[src/rtl/cei_pkg.sv]
package cei_pkg;

    localparam int BYTE_W = 8;

    typedef enum logic [1:0] {
        S_IDLE,
        S_HDR,
        S_HEC,
        S_PAY
    } cell_st_e;

    // One byte of a bitwise CRC-8, most significant bit first.
    function automatic logic [BYTE_W-1:0] crc8_step(
        input logic [BYTE_W-1:0] crc_in,
        input logic [BYTE_W-1:0] din,
        input logic [BYTE_W-1:0] poly
    );
        logic [BYTE_W-1:0] c;
        c = crc_in ^ din;
        for (int i = 0; i < BYTE_W; i++) begin
            c = c[BYTE_W-1] ? ((c << 1) ^ poly) : (c << 1);
        end
        return c;
    endfunction

endpackage

[src/rtl/cei_seq.sv]
module cei_seq
    import cei_pkg::*;
#(
    parameter int CELL_BYTES = 53,
    parameter int HDR_BYTES  = 4,
    parameter int EARLY_POS  = 49
) (
    input  logic clk,
    input  logic rst_n,
    input  logic wr,
    input  logic soc,
    output logic acc,
    output logic first,
    output logic is_hdr,
    output logic is_hec,
    output logic is_last,
    output logic is_early,
    output logic busy
);

    localparam int CW = $clog2(CELL_BYTES + 1);

    cell_st_e        st, st_n;
    logic [CW-1:0]   cnt, cnt_n, pos;

    // State register
    always_ff @(posedge clk) begin
        if (!rst_n) begin
            st  <= S_IDLE;
            cnt <= '0;
        end else begin
            st  <= st_n;
            cnt <= cnt_n;
        end
    end

    // Next state
    always_comb begin
        st_n  = st;
        cnt_n = cnt;
        pos   = CW'(cnt + 1'b1);
        if (wr && soc) begin
            pos   = CW'(1);
            cnt_n = CW'(1);
            st_n  = (HDR_BYTES == 1) ? S_HEC : S_HDR;
        end else if (wr) begin
            unique case (st)
                S_IDLE: begin
                    st_n = S_IDLE;
                end
                S_HDR: begin
                    cnt_n = pos;
                    if (pos == CW'(HDR_BYTES)) st_n = S_HEC;
                end
                S_HEC: begin
                    cnt_n = pos;
                    st_n  = S_PAY;
                end
                S_PAY: begin
                    cnt_n = pos;
                    if (pos == CW'(CELL_BYTES)) begin
                        st_n  = S_IDLE;
                        cnt_n = '0;
                    end
                end
            endcase
        end
    end

    // Outputs
    always_comb begin
        acc      = wr && (soc || st != S_IDLE);
        first    = wr && soc;
        is_hdr   = acc && (soc || st == S_HDR);
        is_hec   = acc && !soc && st == S_HEC;
        is_last  = acc && !soc && st == S_PAY && pos == CW'(CELL_BYTES);
        is_early = acc && !soc && st == S_PAY && pos == CW'(EARLY_POS);
        busy     = st != S_IDLE;
    end

endmodule

[src/rtl/cei_hec.sv]
module cei_hec
    import cei_pkg::*;
#(
    parameter logic [BYTE_W-1:0] POLY = 8'h07
) (
    input  logic              clk,
    input  logic              rst_n,
    input  logic              load,
    input  logic              first,
    input  logic [BYTE_W-1:0] din,
    output logic [BYTE_W-1:0] crc
);

    always_ff @(posedge clk) begin
        if (!rst_n) begin
            crc <= '0;
        end else if (load) begin
            crc <= crc8_step(first ? '0 : crc, din, POLY);
        end
    end

endmodule

[src/rtl/cei_clav.sv]
module cei_clav (
    input  logic clk,
    input  logic rst_n,
    input  logic busy,
    input  logic last,
    input  logic early_pt,
    input  logic early_en,
    input  logic room,
    input  logic force_off,
    output logic clav
);

    logic clav_q;

    always_ff @(posedge clk) begin
        if (!rst_n) begin
            clav_q <= 1'b0;
        end else if (!busy || last || (early_en && early_pt)) begin
            clav_q <= room;
        end
    end

    assign clav = clav_q && !force_off;

endmodule

[src/rtl/cei_par.sv]
module cei_par
    import cei_pkg::*;
(
    input  logic              clk,
    input  logic              rst_n,
    input  logic              en,
    input  logic              wr,
    input  logic [BYTE_W-1:0] din,
    input  logic              par,
    input  logic              clr,
    output logic              irq
);

    logic bad;

    assign bad = en && wr && !(^{din, par});

    always_ff @(posedge clk) begin
        if (!rst_n)   irq <= 1'b0;
        else if (bad) irq <= 1'b1;
        else if (clr) irq <= 1'b0;
    end

endmodule

[src/rtl/cell_err_inj.sv]
module cell_err_inj
    import cei_pkg::*;
#(
    parameter int                CELL_BYTES = 53,
    parameter int                HDR_BYTES  = 4,
    parameter int                EARLY_POS  = 49,
    parameter logic [BYTE_W-1:0] HEC_POLY   = 8'h07,
    parameter logic [BYTE_W-1:0] HEC_COSET  = 8'h55
) (
    input  logic              clk,
    input  logic              rst_n,
    input  logic              tx_wr,
    input  logic              tx_soc,
    input  logic [BYTE_W-1:0] tx_data,
    input  logic              tx_par,
    input  logic              buf_room,
    input  logic              chk_par_en,
    input  logic              ins_hec_err,
    input  logic              ins_pay_err,
    input  logic              clav_force_off,
    input  logic              clav_early,
    input  logic              irq_clr,
    output logic              tx_clav,
    output logic              out_valid,
    output logic              out_soc,
    output logic [BYTE_W-1:0] out_data,
    output logic              par_irq
);

    logic              acc, first, is_hdr, is_hec, is_last, is_early, seq_busy;
    logic [BYTE_W-1:0] crc, hec_byte, nxt_data;

    cei_seq #(
        .CELL_BYTES(CELL_BYTES),
        .HDR_BYTES (HDR_BYTES),
        .EARLY_POS (EARLY_POS)
    ) u_seq (
        .clk     (clk),
        .rst_n   (rst_n),
        .wr      (tx_wr),
        .soc     (tx_soc),
        .acc     (acc),
        .first   (first),
        .is_hdr  (is_hdr),
        .is_hec  (is_hec),
        .is_last (is_last),
        .is_early(is_early),
        .busy    (seq_busy)
    );

    cei_hec #(.POLY(HEC_POLY)) u_hec (
        .clk  (clk),
        .rst_n(rst_n),
        .load (is_hdr),
        .first(first),
        .din  (tx_data),
        .crc  (crc)
    );

    cei_clav u_clav (
        .clk      (clk),
        .rst_n    (rst_n),
        .busy     (seq_busy),
        .last     (is_last),
        .early_pt (is_early),
        .early_en (clav_early),
        .room     (buf_room),
        .force_off(clav_force_off),
        .clav     (tx_clav)
    );

    cei_par u_par (
        .clk  (clk),
        .rst_n(rst_n),
        .en   (chk_par_en),
        .wr   (tx_wr),
        .din  (tx_data),
        .par  (tx_par),
        .clr  (irq_clr),
        .irq  (par_irq)
    );

    assign hec_byte = crc ^ HEC_COSET ^ {{(BYTE_W-1){1'b0}}, ins_hec_err};

    always_comb begin
        if (is_hec)       nxt_data = hec_byte;
        else if (is_last) nxt_data = tx_data ^ {{(BYTE_W-1){1'b0}}, ins_pay_err};
        else              nxt_data = tx_data;
    end

    always_ff @(posedge clk) begin
        if (!rst_n) begin
            out_valid <= 1'b0;
            out_soc   <= 1'b0;
            out_data  <= '0;
        end else begin
            out_valid <= acc;
            out_soc   <= first;
            if (acc) out_data <= nxt_data;
        end
    end

endmodule

[config.mk]
export PLATFORM = sky130hd
export DESIGN_NAME = cell_err_inj
export DESIGN_NICKNAME = d
export VERILOG_FILES = /design/src/rtl/cei_pkg.sv /design/src/rtl/cei_seq.sv /design/src/rtl/cei_hec.sv /design/src/rtl/cei_clav.sv /design/src/rtl/cei_par.sv /design/src/rtl/cell_err_inj.sv
export SDC_FILE = /design/constraint.sdc
export NUM_CORES = 1
export LEC_CHECK = 0
export BUFFER_PORTS_ARGS = -buffer_cell sky130_fd_sc_hd__buf_4
export CORE_ASPECT_RATIO = 0.9
export CORE_UTILIZATION = 42
export DETAILED_ROUTE_END_ITERATION = 8
export PLACE_DENSITY = 0.72
export SYNTH_ARGS = -nofsm -noshare
export SYNTH_HDL_FRONTEND = slang
export SYNTH_SLANG_ARGS = --single-unit
[constraint.sdc]
create_clock -name clk -period 2.93 [get_ports clk]
set_input_delay 0.586 -clock clk [delete_from_list [all_inputs] [get_ports clk]]
set_output_delay 0.586 -clock clk [all_outputs]
set_load 0.01 [all_outputs]
==> metrics list <==
* DRC violation total after the first TritonRoute iteration: between 150 and 200
* Critical path capture point type: flip-flop
- Along the worst path, the maximum fanout reaches 12.
- Instance count of the mapped netlist: 234
- VDD sags by at most 0.217 mV.
- In this run, distinct cell masters in the synthesized netlist total 55.
* Cell row count: 23
- Routability-driven placement finished with a final weighted congestion of just over 0.9.
* Post-DR wirelength/cell: approximately 15 um
- After synthesis, the mean cell area works out to about 9 um^2.
* Endpoints failing setup: 0
- Core outline area: 4580 um^2
- Sink count of the clock tree: 28
* Number of enable flip-flop cells after synthesis: 0
- Critical path data required time: 3.10 ns
- In the final timing run, aggregate negative setup slack is 0 ns.
* Post-synthesis sequential element count: 28
- The smallest clock period supported by the final layout is computed as 2.27 ns.
* Number of diodes: 0
- Number of inserted filler cells in the final layout: approximately 430
* Vias after detailed routing: 1807
- TritonCTS built the clock tree.
- The count of endpoints failing hold in the final timing report is 0.
- The tool flagged a number of max-cap violations equal to 0.
* Number of buffers on the longest clock path: 2
* Total power consumption of the routed design: 1.07 mW
- Sw power: 0.323 mW
- The number of antenna violations at the first check in global routing came to 0.
- Once the clock tree was built, the resizer swapped 0 gates to a different size.
- Summed instance area of the synthesized netlist: 2060 um^2
- First-pass GRT wire length: between 7000 and 8000 um
- The worst pin sits at a relative slew slack of roughly three fifths.
* Slowest stage cell on the critical path: sky130_fd_sc_hd__dfxtp_1
- Post-synthesis net count: 262
- Summing all multi-input logic gate instances after layout gives 1380 um^2.
- Summed over all cells, the static leakage comes to 1.07 nW.
- Buffers inserted during clock tree synthesis total 3.
- Data on the critical path arrives at its endpoint at 2.43 ns.
- Post-detailed-placement half-perimeter wirelength: 3430 um
- Net switching is 30.1% of the power.
* Fmax: 0.441 GHz
- In this design, the stage delay of the slowest critical-path cell is 0.57 ns.
- Setup repair after global routing left no endpoint under its margin.
- Detailed-router iteration count before antenna repair: 4
- GRT Residual Overflow: 0
* Portion of total power attributed to combinational logic: 29.3%
- In the routed layout, each cell is associated on average with a via count of 5.66.
- Count of pins over their slew limit: 0
- Initial standard-cell utilization of the core: 45.1%
- Total internal power: 0.749 mW
* H-tree depth: 1
* Yosys warning total: 0
* Die Footprint: around 5200 um^2
* Slew of the pin with the lowest slew margin: roughly 0.62 ns
- Sequential share of power: 41.0%
- Post-route fraction of the period consumed by the critical path: between 70% and 80%
- The clock network accounts for 29.7% of the total power.
- Once detail routing completed, the nets flagged for antenna violations numbered 0.
- The critical path is of the flip-flop to flip-flop type.
* Areal power density over the cells: 456 nW/um^2
- After detailed routing, the total wire length is 4820 um.
* Y dimension of the die: roughly 68 um
* Pin count of the biggest net entering global routing: 24
* Drt drc: 0
- Fraction of layout instances using a drive strength above 1: 17.5%
* Fraction of the yosys area taken by sequential cells: between 20% and 30%
- Clock Skews: 0.00272 ns
- Number of port buffers: 31
* Number of global-route vias before repair: 1608
- The flow ran to the end, and the final reports show no timing, DRC or antenna violations.
- Total area of sequential cells: 561 um^2
- Buffers added to address setup during post-CTS repair amount to 0.
* Type of element launching the critical path: flip-flop
* Leading cell types in the layout, fill and taps excluded: sky130_fd_sc_hd__buf_4 (32), sky130_fd_sc_hd__dfxtp_1 (28), sky130_fd_sc_hd__xnor2_1 (24)
- In this run the count of I/O pins placed on the die edge is 32.
- Relative to the synthesized area, the layout overhead comes to 14.1%.
* Clk slew on worst S/H paths: 0.11 ns
* Die width: 75.9 um
* Hold_buf cts: 0
* Clock Tree Root: sky130_fd_sc_hd__clkbuf_8
- The signal on the critical path passes through ha_1 > and3_4 > and3b_2 > o31ai_1 > a211oi_2 > mux2i_1 > a21boi_1.
- Classification of the worst-slack hold path: flip-flop to flip-flop
- Most common cell after layout, fill and taps aside: sky130_fd_sc_hd__buf_4
* Share of flip-flops with an asynchronous set or reset: 0%
- In the synthesized netlist the dominant register cell turns out to be sky130_fd_sc_hd__dfxtp_1.
- Clock network latency to the later pin of the worst-skew pair: 0.28 ns
- # nets final: 286
- Total GRT Usage: 20.2%
-- layout make-up --
class / count / area share, %
clock buffer: 3 / 1.75
clock inverter: 1 / 1.28
inverter: 7 / 1.12
multi-input combinational: 186 / 58.5
sequential: 28 / 23.8
tap: 62 / 3.30
timing repair buffer: 32 / 10.2
-- power by group through the flow --
stage	Clock, mW	Combinational (mW)	Sequential [mW]
3_5_place_dp	0	0.309	0.447
2_1_floorplan	0	0.233	0.441
5_1_grt	0.338	0.343	0.444
4_1_cts	0.322	0.312	0.439
6_report	0.319	0.314	0.439
3_3_place_gp	0	0.306	0.446
-- routing by layer --
metal	vias to the layer above	global-route usage, %	part of all wire, %
li1	884	-	-
met1	841	30.1	49
met2	73	29.2	43
met3	9	3.09	7.0
met4	0	6.71	1.6
met5	-	0	0
-- logic make-up (layout without fill, tap and decap cells) --
logic type      after synthesis  after routing  synth area share, %
flops                        28             28                 27.2
compound gates               65             65                 23.5
buf+inv                      20             43                 6.01
mux                          10             10                 4.85
xor+xnor                     32             32                 14.9
simple gates                 71             71                 18.7
fa+ha+maj                     8              8                 4.85
-- cell usage after synthesis (4+ instances only) --
cell type	n	area share [%]
sky130_fd_sc_hd__inv_1	7	1.3
sky130_fd_sc_hd__nor2_1	16	2.9
sky130_fd_sc_hd__o211a_1	11	5.3
sky130_fd_sc_hd__buf_2	4	0.97
sky130_fd_sc_hd__dfxtp_1	28	27
sky130_fd_sc_hd__a31oi_1	4	1.2
sky130_fd_sc_hd__o211ai_1	5	1.8
sky130_fd_sc_hd__xnor2_1	24	10
sky130_fd_sc_hd__and3_1	4	1.2
sky130_fd_sc_hd__mux2i_1	10	4.9
sky130_fd_sc_hd__ha_1	8	4.9
sky130_fd_sc_hd__a21oi_1	10	2.4
sky130_fd_sc_hd__xor2_1	6	2.5
sky130_fd_sc_hd__o21ai_0	9	2.2
sky130_fd_sc_hd__nor2b_1	8	2.4
sky130_fd_sc_hd__nand2_1	17	3.1
sky130_fd_sc_hd__nor3_1	4	0.97
-- worst max-delay path, delay by kind of cell (launching register included) --
family / cells / cell delay [ns]
and+or+nand+nor: 2 / 0.47
AOI/OAI and AO/OA: 3 / 0.49
adders and majority gates: 1 / 0.39
muxes: 1 / 0.22
DFF: 1 / 0.57
-- final timing paths --
path                start     endpoint  slack, ns  cells after the start
max          u_seq.cnt[0]  u_seq.st[0]       0.66                      7
min reg2reg   out_data[4]  out_data[4]       0.51                      1
min           out_data[4]  out_data[4]       0.51                      1
max reg2reg  u_seq.cnt[0]  u_seq.st[0]       0.66                      7
-- registers in the layout (all words and copies together) (netlist names) --
| name | count |
|---|---|
| u_clav.clav_q | 1 |
| u_par.irq | 1 |
| out_soc | 1 |
| out_data | 8 |
| u_hec.crc | 8 |
| out_valid | 1 |
| u_seq.st | 2 |
| u_seq.cnt | 6 |
-- metrics by stage --
step	util (%)	area [um^2]	setup WS, ns	hold slack (ns)	cells
floorplan	-	2060	1.06	0.474	234
global placement	49.9	2280	0.821	0.485	315
detailed placement	49.9	2280	0.708	0.485	315
CTS	51.4	2350	0.683	0.518	319
global route	51.4	2350	0.492	0.531	319
finish	51.4	2350	0.662	0.512	319
Power figures use the tool's default switching activity.
